`config.mk`:
```
export PLATFORM = sky130hd
export DESIGN_NAME = cfg_serial_loader
export DESIGN_NICKNAME = d
export VERILOG_FILES = /design/src/rtl/srl_cfg_pkg.sv /design/src/rtl/srl_sync.sv /design/src/rtl/srl_shift.sv /design/src/rtl/srl_regs.sv /design/src/rtl/cfg_serial_loader.sv
export SDC_FILE = /design/constraint.sdc
export NUM_CORES = 1
export LEC_CHECK = 0
export BUFFER_PORTS_ARGS = -buffer_cell sky130_fd_sc_hd__clkbuf_2
export CELL_PAD_IN_SITES_DETAIL_PLACEMENT = 1
export CELL_PAD_IN_SITES_GLOBAL_PLACEMENT = 2
export CORE_MARGIN = 2
export CORE_UTILIZATION = 46
export CTS_BUF_LIST = sky130_fd_sc_hd__clkbuf_4 sky130_fd_sc_hd__clkbuf_8 sky130_fd_sc_hd__clkbuf_16
export DETAILED_ROUTE_END_ITERATION = 10
export PLACE_DENSITY_LB_ADDON = 0.2
export SLEW_MARGIN = 20
export SYNTH_ARGS = -nofsm -noshare
export SYNTH_HDL_FRONTEND = slang
export SYNTH_SLANG_ARGS = --single-unit
export TNS_END_PERCENT = 100
```
`constraint.sdc`:
```
create_clock -name clk -period 3.4 [get_ports clk]
set_input_delay 0.34 -clock clk [delete_from_list [all_inputs] [get_ports clk]]
set_output_delay 0.34 -clock clk [all_outputs]
set_load 0.02 [all_outputs]
```
`src/rtl/srl_cfg_pkg.sv`:
```
package srl_cfg_pkg;
  localparam int KICK_W = 6;
  localparam int HOME_W = 6;
  localparam int TC_W   = 2;
  localparam int PWR_W  = 8;
  localparam int LIM_W  = 2;
  localparam int DATA_W = 10;
  localparam int NREG   = 3;

  // subaddress 0
  typedef struct packed {
    logic              test_mode;
    logic              dir_ctrl;
    logic [TC_W-1:0]   home_tc;
    logic [HOME_W-1:0] home_lvl;
  } home_reg_t;

  // subaddress 1
  typedef struct packed {
    logic [LIM_W-1:0] lim_code;
    logic [PWR_W-1:0] pwr_lvl;
  } pwr_reg_t;

  // subaddress 2
  typedef struct packed {
    logic              pad_lvl;
    logic              pad_en;
    logic              gain_slope;
    logic              gain_op;
    logic [KICK_W-1:0] kick_lvl;
  } kick_reg_t;
endpackage

```
`src/rtl/srl_sync.sv`:
```
module srl_sync #(
  parameter int WIDTH = 3,
  parameter int STAGES = 2,
  parameter logic [WIDTH-1:0] RST_VAL = '0
) (
  input  logic             clk,
  input  logic             rst_n,
  input  logic [WIDTH-1:0] din,
  output logic [WIDTH-1:0] lvl,
  output logic [WIDTH-1:0] rise
);
  logic [WIDTH-1:0] prev_q;

  for (genvar b = 0; b < WIDTH; b++) begin : g_bit
    logic [STAGES-1:0] ff_q;
    always_ff @(posedge clk or negedge rst_n) begin
      if (!rst_n) ff_q <= {STAGES{RST_VAL[b]}};
      else        ff_q <= {ff_q[STAGES-2:0], din[b]};
    end
    assign lvl[b] = ff_q[STAGES-1];
  end

  always_ff @(posedge clk or negedge rst_n) begin
    if (!rst_n) prev_q <= RST_VAL;
    else        prev_q <= lvl;
  end

  assign rise = lvl & ~prev_q;
endmodule

```
`src/rtl/srl_shift.sv`:
```
module srl_shift #(
  parameter int WORD_W = 16,
  parameter int DATA_W = 10,
  parameter int SUB_W  = 2,
  parameter int ADDR_W = 4,
  parameter logic [ADDR_W-1:0] DEV_ADDR = 4'hA
) (
  input  logic              clk,
  input  logic              rst_n,
  input  logic              bit_tick,
  input  logic              data_s,
  input  logic              strobe_s,
  input  logic              strobe_rise,
  output logic              load_pulse,
  output logic [SUB_W-1:0]  load_sub,
  output logic [DATA_W-1:0] load_data
);
  localparam int SUB_LO  = ADDR_W;
  localparam int DATA_LO = ADDR_W + SUB_W;

  logic [WORD_W-1:0] sh_q;

  always_ff @(posedge clk or negedge rst_n) begin
    if (!rst_n)                   sh_q <= '0;
    else if (bit_tick && !strobe_s) sh_q <= {sh_q[WORD_W-2:0], data_s};
  end

  assign load_sub   = sh_q[SUB_LO +: SUB_W];
  assign load_data  = sh_q[DATA_LO +: DATA_W];
  assign load_pulse = strobe_rise && (sh_q[ADDR_W-1:0] == DEV_ADDR);
endmodule

```
`src/rtl/srl_regs.sv`:
```
module srl_regs #(
  parameter int DATA_W = 10,
  parameter int SUB_W  = 2,
  parameter int NREG   = 3
) (
  input  logic                     clk,
  input  logic                     rst_n,
  input  logic                     load_pulse,
  input  logic [SUB_W-1:0]         load_sub,
  input  logic [DATA_W-1:0]        load_data,
  input  logic                     pwr_up,
  output logic [NREG*DATA_W-1:0]   bank_q,
  output logic [NREG*DATA_W-1:0]   shadow_q
);
  for (genvar i = 0; i < NREG; i++) begin : g_reg
    always_ff @(posedge clk or negedge rst_n) begin
      if (!rst_n)
        bank_q[i*DATA_W +: DATA_W] <= '0;
      else if (load_pulse && (load_sub == SUB_W'(i)))
        bank_q[i*DATA_W +: DATA_W] <= load_data;
    end
  end

  always_ff @(posedge clk or negedge rst_n) begin
    if (!rst_n)      shadow_q <= '0;
    else if (pwr_up) shadow_q <= bank_q;
  end
endmodule

```
`src/rtl/cfg_serial_loader.sv`:
```
module cfg_serial_loader
  import srl_cfg_pkg::*;
#(
  parameter int WORD_W = 16,
  parameter int SUB_W  = 2,
  parameter int ADDR_W = 4,
  parameter int SYNC_STAGES = 2,
  parameter logic [ADDR_W-1:0] DEV_ADDR = 4'hA
) (
  input  logic              clk,
  input  logic              rst_n,
  input  logic              ser_clk,
  input  logic              ser_data,
  input  logic              ser_strobe,
  input  logic              pwr_up,
  output logic [KICK_W-1:0] kick_lvl,
  output logic [HOME_W-1:0] home_lvl,
  output logic [TC_W-1:0]   home_tc,
  output logic [PWR_W-1:0]  pwr_lvl,
  output logic [LIM_W-1:0]  lim_code,
  output logic              dir_ctrl,
  output logic              test_mode,
  output logic              gain_op,
  output logic              gain_slope,
  output logic              gp_out,
  output logic              gp_oe
);
  logic [2:0] sync_lvl, sync_rise;
  logic strobe_rise, load_pulse;
  logic [SUB_W-1:0]  load_sub;
  logic [DATA_W-1:0] load_data;
  logic [NREG*DATA_W-1:0] bank_q, shadow_q;
  home_reg_t r_home;
  pwr_reg_t  r_pwr;
  kick_reg_t r_kick;

  // bit order: {strobe, data, clk}; strobe idles high
  srl_sync #(.WIDTH(3), .STAGES(SYNC_STAGES), .RST_VAL(3'b100)) u_sync (
    .clk(clk), .rst_n(rst_n),
    .din({ser_strobe, ser_data, ser_clk}),
    .lvl(sync_lvl), .rise(sync_rise)
  );
  assign strobe_rise = sync_rise[2];

  srl_shift #(.WORD_W(WORD_W), .DATA_W(DATA_W), .SUB_W(SUB_W),
              .ADDR_W(ADDR_W), .DEV_ADDR(DEV_ADDR)) u_shift (
    .clk(clk), .rst_n(rst_n),
    .bit_tick(sync_rise[0]), .data_s(sync_lvl[1]),
    .strobe_s(sync_lvl[2]), .strobe_rise(strobe_rise),
    .load_pulse(load_pulse), .load_sub(load_sub), .load_data(load_data)
  );

  srl_regs #(.DATA_W(DATA_W), .SUB_W(SUB_W), .NREG(NREG)) u_regs (
    .clk(clk), .rst_n(rst_n),
    .load_pulse(load_pulse), .load_sub(load_sub), .load_data(load_data),
    .pwr_up(pwr_up), .bank_q(bank_q), .shadow_q(shadow_q)
  );

  assign r_home = home_reg_t'(shadow_q[0*DATA_W +: DATA_W]);
  assign r_pwr  = pwr_reg_t'(shadow_q[1*DATA_W +: DATA_W]);
  assign r_kick = kick_reg_t'(shadow_q[2*DATA_W +: DATA_W]);

  assign home_lvl   = r_home.home_lvl;
  assign home_tc    = r_home.home_tc;
  assign dir_ctrl   = r_home.dir_ctrl;
  assign test_mode  = r_home.test_mode;
  assign pwr_lvl    = r_pwr.pwr_lvl;
  assign lim_code   = r_pwr.lim_code;
  assign kick_lvl   = r_kick.kick_lvl;
  assign gain_op    = r_kick.gain_op;
  assign gain_slope = r_kick.gain_slope;
  assign gp_oe      = r_kick.pad_en;
  assign gp_out     = r_kick.pad_en & r_kick.pad_lvl;
endmodule

```
After elaboration in Yosys (flattened, before gate mapping)
Cells that the tools add are included.
{"block": "word_totals", "reg_bits": 85, "latch_bits": 0, "ramBits": 0, "rom_bits": 0, "input_bits": 6, "n_memories": 0}
{"block": "classes", "n_addsub": 0, "multipliers": 0, "n_div": 0, "n_lt_le_gt_ge": 0, "n_eq_ne": 3, "n_shift": 0, "muxes": 0, "bitwise": 3, "reduce_logical": 7}
{"operator": "$logic_and 1x1->1", "count": 5}
{"operator": "$eq 4x4->1 const B", "count": 1}
{"operator": "$and 3x3->3", "count": 1}
{"operator": "$not 3->3", "count": 1}
{"operator": "$eq 2x1->1 const B", "count": 1}
{"operator": "$eq 2x2->1 const B", "count": 1}
{"operator": "$logic_not 2->1", "count": 1}
{"operator": "$and 1x1->1", "count": 1}
{"operator": "$logic_not 1->1", "count": 1}

Depth between registers and ports, before layout
{"block": "depth", "depth_word": 4, "ltp_mapped": 4, "ltp_nobuf": 3}

Hierarchy
A second synthesis with hierarchy kept.
{"block": "unflattened", "hier_cells": 194, "area_unflattened_um2": 3393.3}
{"module": "srl_regs", "instances": 1, "cells_each": 129, "area_per_inst_um2": 2328.5}
{"module": "srl_shift", "instances": 1, "cells_each": 49, "area_per_inst_um2": 765.7}
{"module": "srl_sync", "instances": 1, "cells_each": 15, "area_per_inst_um2": 292.8}
{"module": "cfg_serial_loader", "instances": 1, "cells_each": 1, "area_per_inst_um2": 6.3}

Worst setup path before layout
No wires, ideal clock.
{"block": "synth_timing", "path_type": "register -> register", "startpoint": "register u_sync.g_bit[2].ff_q[1]", "endpoint": "register u_regs.bank_q[0]", "setup_ns": 0.125, "t_arrival_ns": 1.418, "slack_ns": 1.857, "path_stages_with_launch": 5, "path_buffers": 1, "period_less_slack_ns": 1.543, "path_cell_list": "dfstp_2 -> and4b_1 -> and4bb_1 -> buf_6 -> mux2_4"}
{"block": "synth_between", "elab_chain_len": 3}
{"element": "start: declaration", "line": "srl_sync.sv:15", "text": "logic [STAGES-1:0] ff_q;"}
{"element": "start signal: assignment", "line": "srl_sync.sv:17", "text": "if (!rst_n) ff_q <= {STAGES{RST_VAL[b]}};"}
{"element": "start signal: assignment", "line": "srl_sync.sv:18", "text": "else ff_q <= {ff_q[STAGES-2:0], din[b]};"}
{"element": "$and 3x3->3", "line": "srl_sync.sv:28", "text": "assign rise = lvl & ~prev_q;"}
{"element": "$logic_and 1x1->1", "line": "srl_shift.sv:30", "text": "assign load_pulse = strobe_rise && (sh_q[ADDR_W-1:0] == DEV_ADDR);"}
{"element": "$logic_and 1x1->1", "line": "srl_regs.sv:19", "text": "else if (load_pulse && (load_sub == SUB_W'(i)))"}
{"element": "end signal: indexed assignment", "line": "srl_regs.sv:20", "text": "bank_q[i*DATA_W +: DATA_W] <= load_data;"}
{"element": "end: declaration", "line": "srl_regs.sv:12", "text": "output logic [NREG*DATA_W-1:0] bank_q,"}
Every way passes these cells.
A chain may end at the register's enable or synchronous reset.

Worst setup path in the final report
{"block": "layout_timing", "startpoint": "register u_sync.g_bit[2].ff_q[1]", "endpoint": "register u_regs.bank_q[18]"}
Same word-level chain as after synthesis.

==> impl_metrics.ini <==
[run]
drv_cap = 0

[finish]
drive_above_1_share_pct = 53.21
finalNetCount = 219
layout_common_cells = 81 x dfrtp_1, 34 x clkbuf_2, 31 x mux2_2, 30 x mux2_4, 15 x mux2_1
diodes = 0
final_util_pct = 51.12
area_growth_pct = 8.552
final_common_cell = dfrtp_1

[critical_path]
arrival_ps = 2400
r2r-end = u_regs.bank_q[18]$_DFFE_PN0P_
slowest_delay_ps = 690
critical_path_class = reg -> reg
critical-path-top-delay-family = simple AND/OR/NAND/NOR gates
reg2reg_depth = 3
worst_path_max_delay_cell = nand4b_1
worst-path-max-fanout = 10
required_ps = 3620
ff2ff_setup_slack_ps = 1220
startpoint_type = flip-flop
crit_chain = and4b_1 -> nand4b_1 -> mux2_4
r2r_start = u_sync.g_bit[2].ff_q[1]$_DFF_PN1_
end_kind = flip-flop
cp_num_buf_inv = 0

[clocking]
cts.sinks = 84
hold_buffers = 0
cts_resized = 0
post_cts_buffers = 0
h-tree-depth = 3
cts_made_buffers = 9
cts_buffer_depth = 2
cts.clk_slew.worst_paths_ps = 80
cts_tree = done
root_buffer = clkbuf_8
clk_latency_ps = 340

[timing]
setup_viol = 0
fin_crit_ps = 2179
tns_ps = 0
max_freq_ghz = 0.4590
max-slew-margin-rel_pct = 42.94
worst_pin_slew_ps = 851.4
hold_viol_final = 0
whs_ps = 33.02
rsz0062_at_grt = false
min_period_over_period_pct = 64.08
slew_viol_final = 0
clock_skew_ps = 7.876

[yosys]
avgSynthCellArea_sq_um = 17.07
yosys_warnings = 0
yosysSeqAreaShare_pct = 62.31
synth_area_sq_um = 3379
synth_nets = 204
synth_cell_types = 14
ys_ff_latch = 84
syn-instance-count = 198

[floorplanning]
die_w_um = 89.72
die_h_um = 89.72
floorplan.initialDensity_pct = 47.10
ios = 36
die_area_sq_um = 8049
rows = 31
core_sq_um = 7176

[worst_hold_path]
hold_path_class = in -> async

[placed_design]
io_buffer_count = 35
gp_congestion = 0.6774
dp_hpwl_um = 3497

[power]
power_density_nw_per_um2 = 546.0
leakagePower_nw = 1.939
ir_worst_vdd_v = 0.0002756

[grt]
grt_busiest_layer = met2
grt_util_met2_pct = 21.34
grt_antenna_before_repair = 0
first_global_vias = 1638
grtUsageTotal_pct = 14.66
use_met3_pct = 3.353
grtUsageMet1_pct = 21.01
grt-ovfl-total = 0
grt_start_max_net_pins = 85
grt_pass1_wl_um = 9142

[drt]
drt_iter0_markers = 27
vias = 1530
via_per_inst = 4.826
finalWirelength_um = 5245
firstDrtPassIters = 4
detail-route-antenna-nets = 0
wl_per_cell_um = 16.55
drc_errors = 0

[status]
status = complete, no violations
-- synthesized netlist by cell type --
cell type,instances,area [sq um]
mux2_1,15,168.9
and4b_1,1,10.01
buf_6,3,33.78
buf_4,25,187.7
mux2_4,30,450.4
and4bb_1,1,12.51
dfstp_2,3,78.83
and2_1,1,6.260
nand4b_1,2,17.52
nor3b_4,1,18.77
buf_2,3,15.01
nor2_1,1,3.750
mux2_2,31,349.1
dfrtp_1,81,2027
-- power breakdown --
| group | switching [mW] | leakage [nW] | internal [mW] |
|---|---|---|---|
| logic | 0.0563 | 0.694 | 0.0602 |
| clock network | 0.344 | 0.106 | 0.422 |
| registers | 0.0626 | 1.14 | 1.06 |
| total | 0.463 | 1.94 | 1.54 |
-- routing by layer --
metal | vias up | part of all wire, %
met1 | 800 | 50
met2 | 30 | 45
met3 | 7 | 3.1
met5 | - | 0
li1 | 693 | -
met4 | 0 | 1.8
-- layout make-up --
type	count	area, sq um
clock buffer	10	131.4
clock inverter	6	88.84
fill	669	3507
multi-input combinational	83	1037
sequential	84	2106
tap	99	123.9
timing repair buffer	35	181.4
-- sequential cells by signal (all words and copies together) (netlist names) --
register and count:
u_regs.bank_q 30, u_regs.shadow_q 30, u_shift.sh_q 16, u_sync.g_bit.ff_q 6
u_sync.prev_q 2
-- how the worst max path moves through the flow --
stage                                       from                       endpoint  slack [ps]  depth (start not counted)
2_1_floorplan  u_sync.g_bit[2].ff_q[1]$_DFF_PN1_   u_regs.bank_q[0]$_DFFE_PN0P_        1860                          4
3_3_place_gp   u_sync.g_bit[2].ff_q[1]$_DFF_PN1_  u_regs.bank_q[16]$_DFFE_PN0P_        1320                          3
3_5_place_dp   u_sync.g_bit[2].ff_q[1]$_DFF_PN1_  u_regs.bank_q[18]$_DFFE_PN0P_        1230                          3
4_1_cts        u_sync.g_bit[2].ff_q[1]$_DFF_PN1_  u_regs.bank_q[18]$_DFFE_PN0P_        1200                          3
5_1_grt        u_sync.g_bit[2].ff_q[1]$_DFF_PN1_  u_regs.bank_q[18]$_DFFE_PN0P_        1120                          3
6_report       u_sync.g_bit[2].ff_q[1]$_DFF_PN1_  u_regs.bank_q[18]$_DFFE_PN0P_        1220                          3
-- stage by stage --
step / area, sq um / cells / total power [mW] / setup WS, ps
after CTS: 3665 / 317 / 2.025 / 1204
final: 3669 / 317 / 2.003 / 1221
after global routing: 3669 / 317 / 2.091 / 1121
after floorplan: 3379 / 198 / 1.201 / 1857
after global placement: 3445 / 301 / 1.244 / 1324
after detailed placement: 3445 / 301 / 1.259 / 1231
-- kinds of logic (layout without fill, tap and decap cells) --
family / after synthesis / count (layout) / synth area share, %
flops: 84 / 84 / 62.31
mux: 76 / 76 / 28.66
simple gates: 7 / 7 / 2.036
buf+inv: 31 / 51 / 6.997
(Power assumes the default switching activity.)
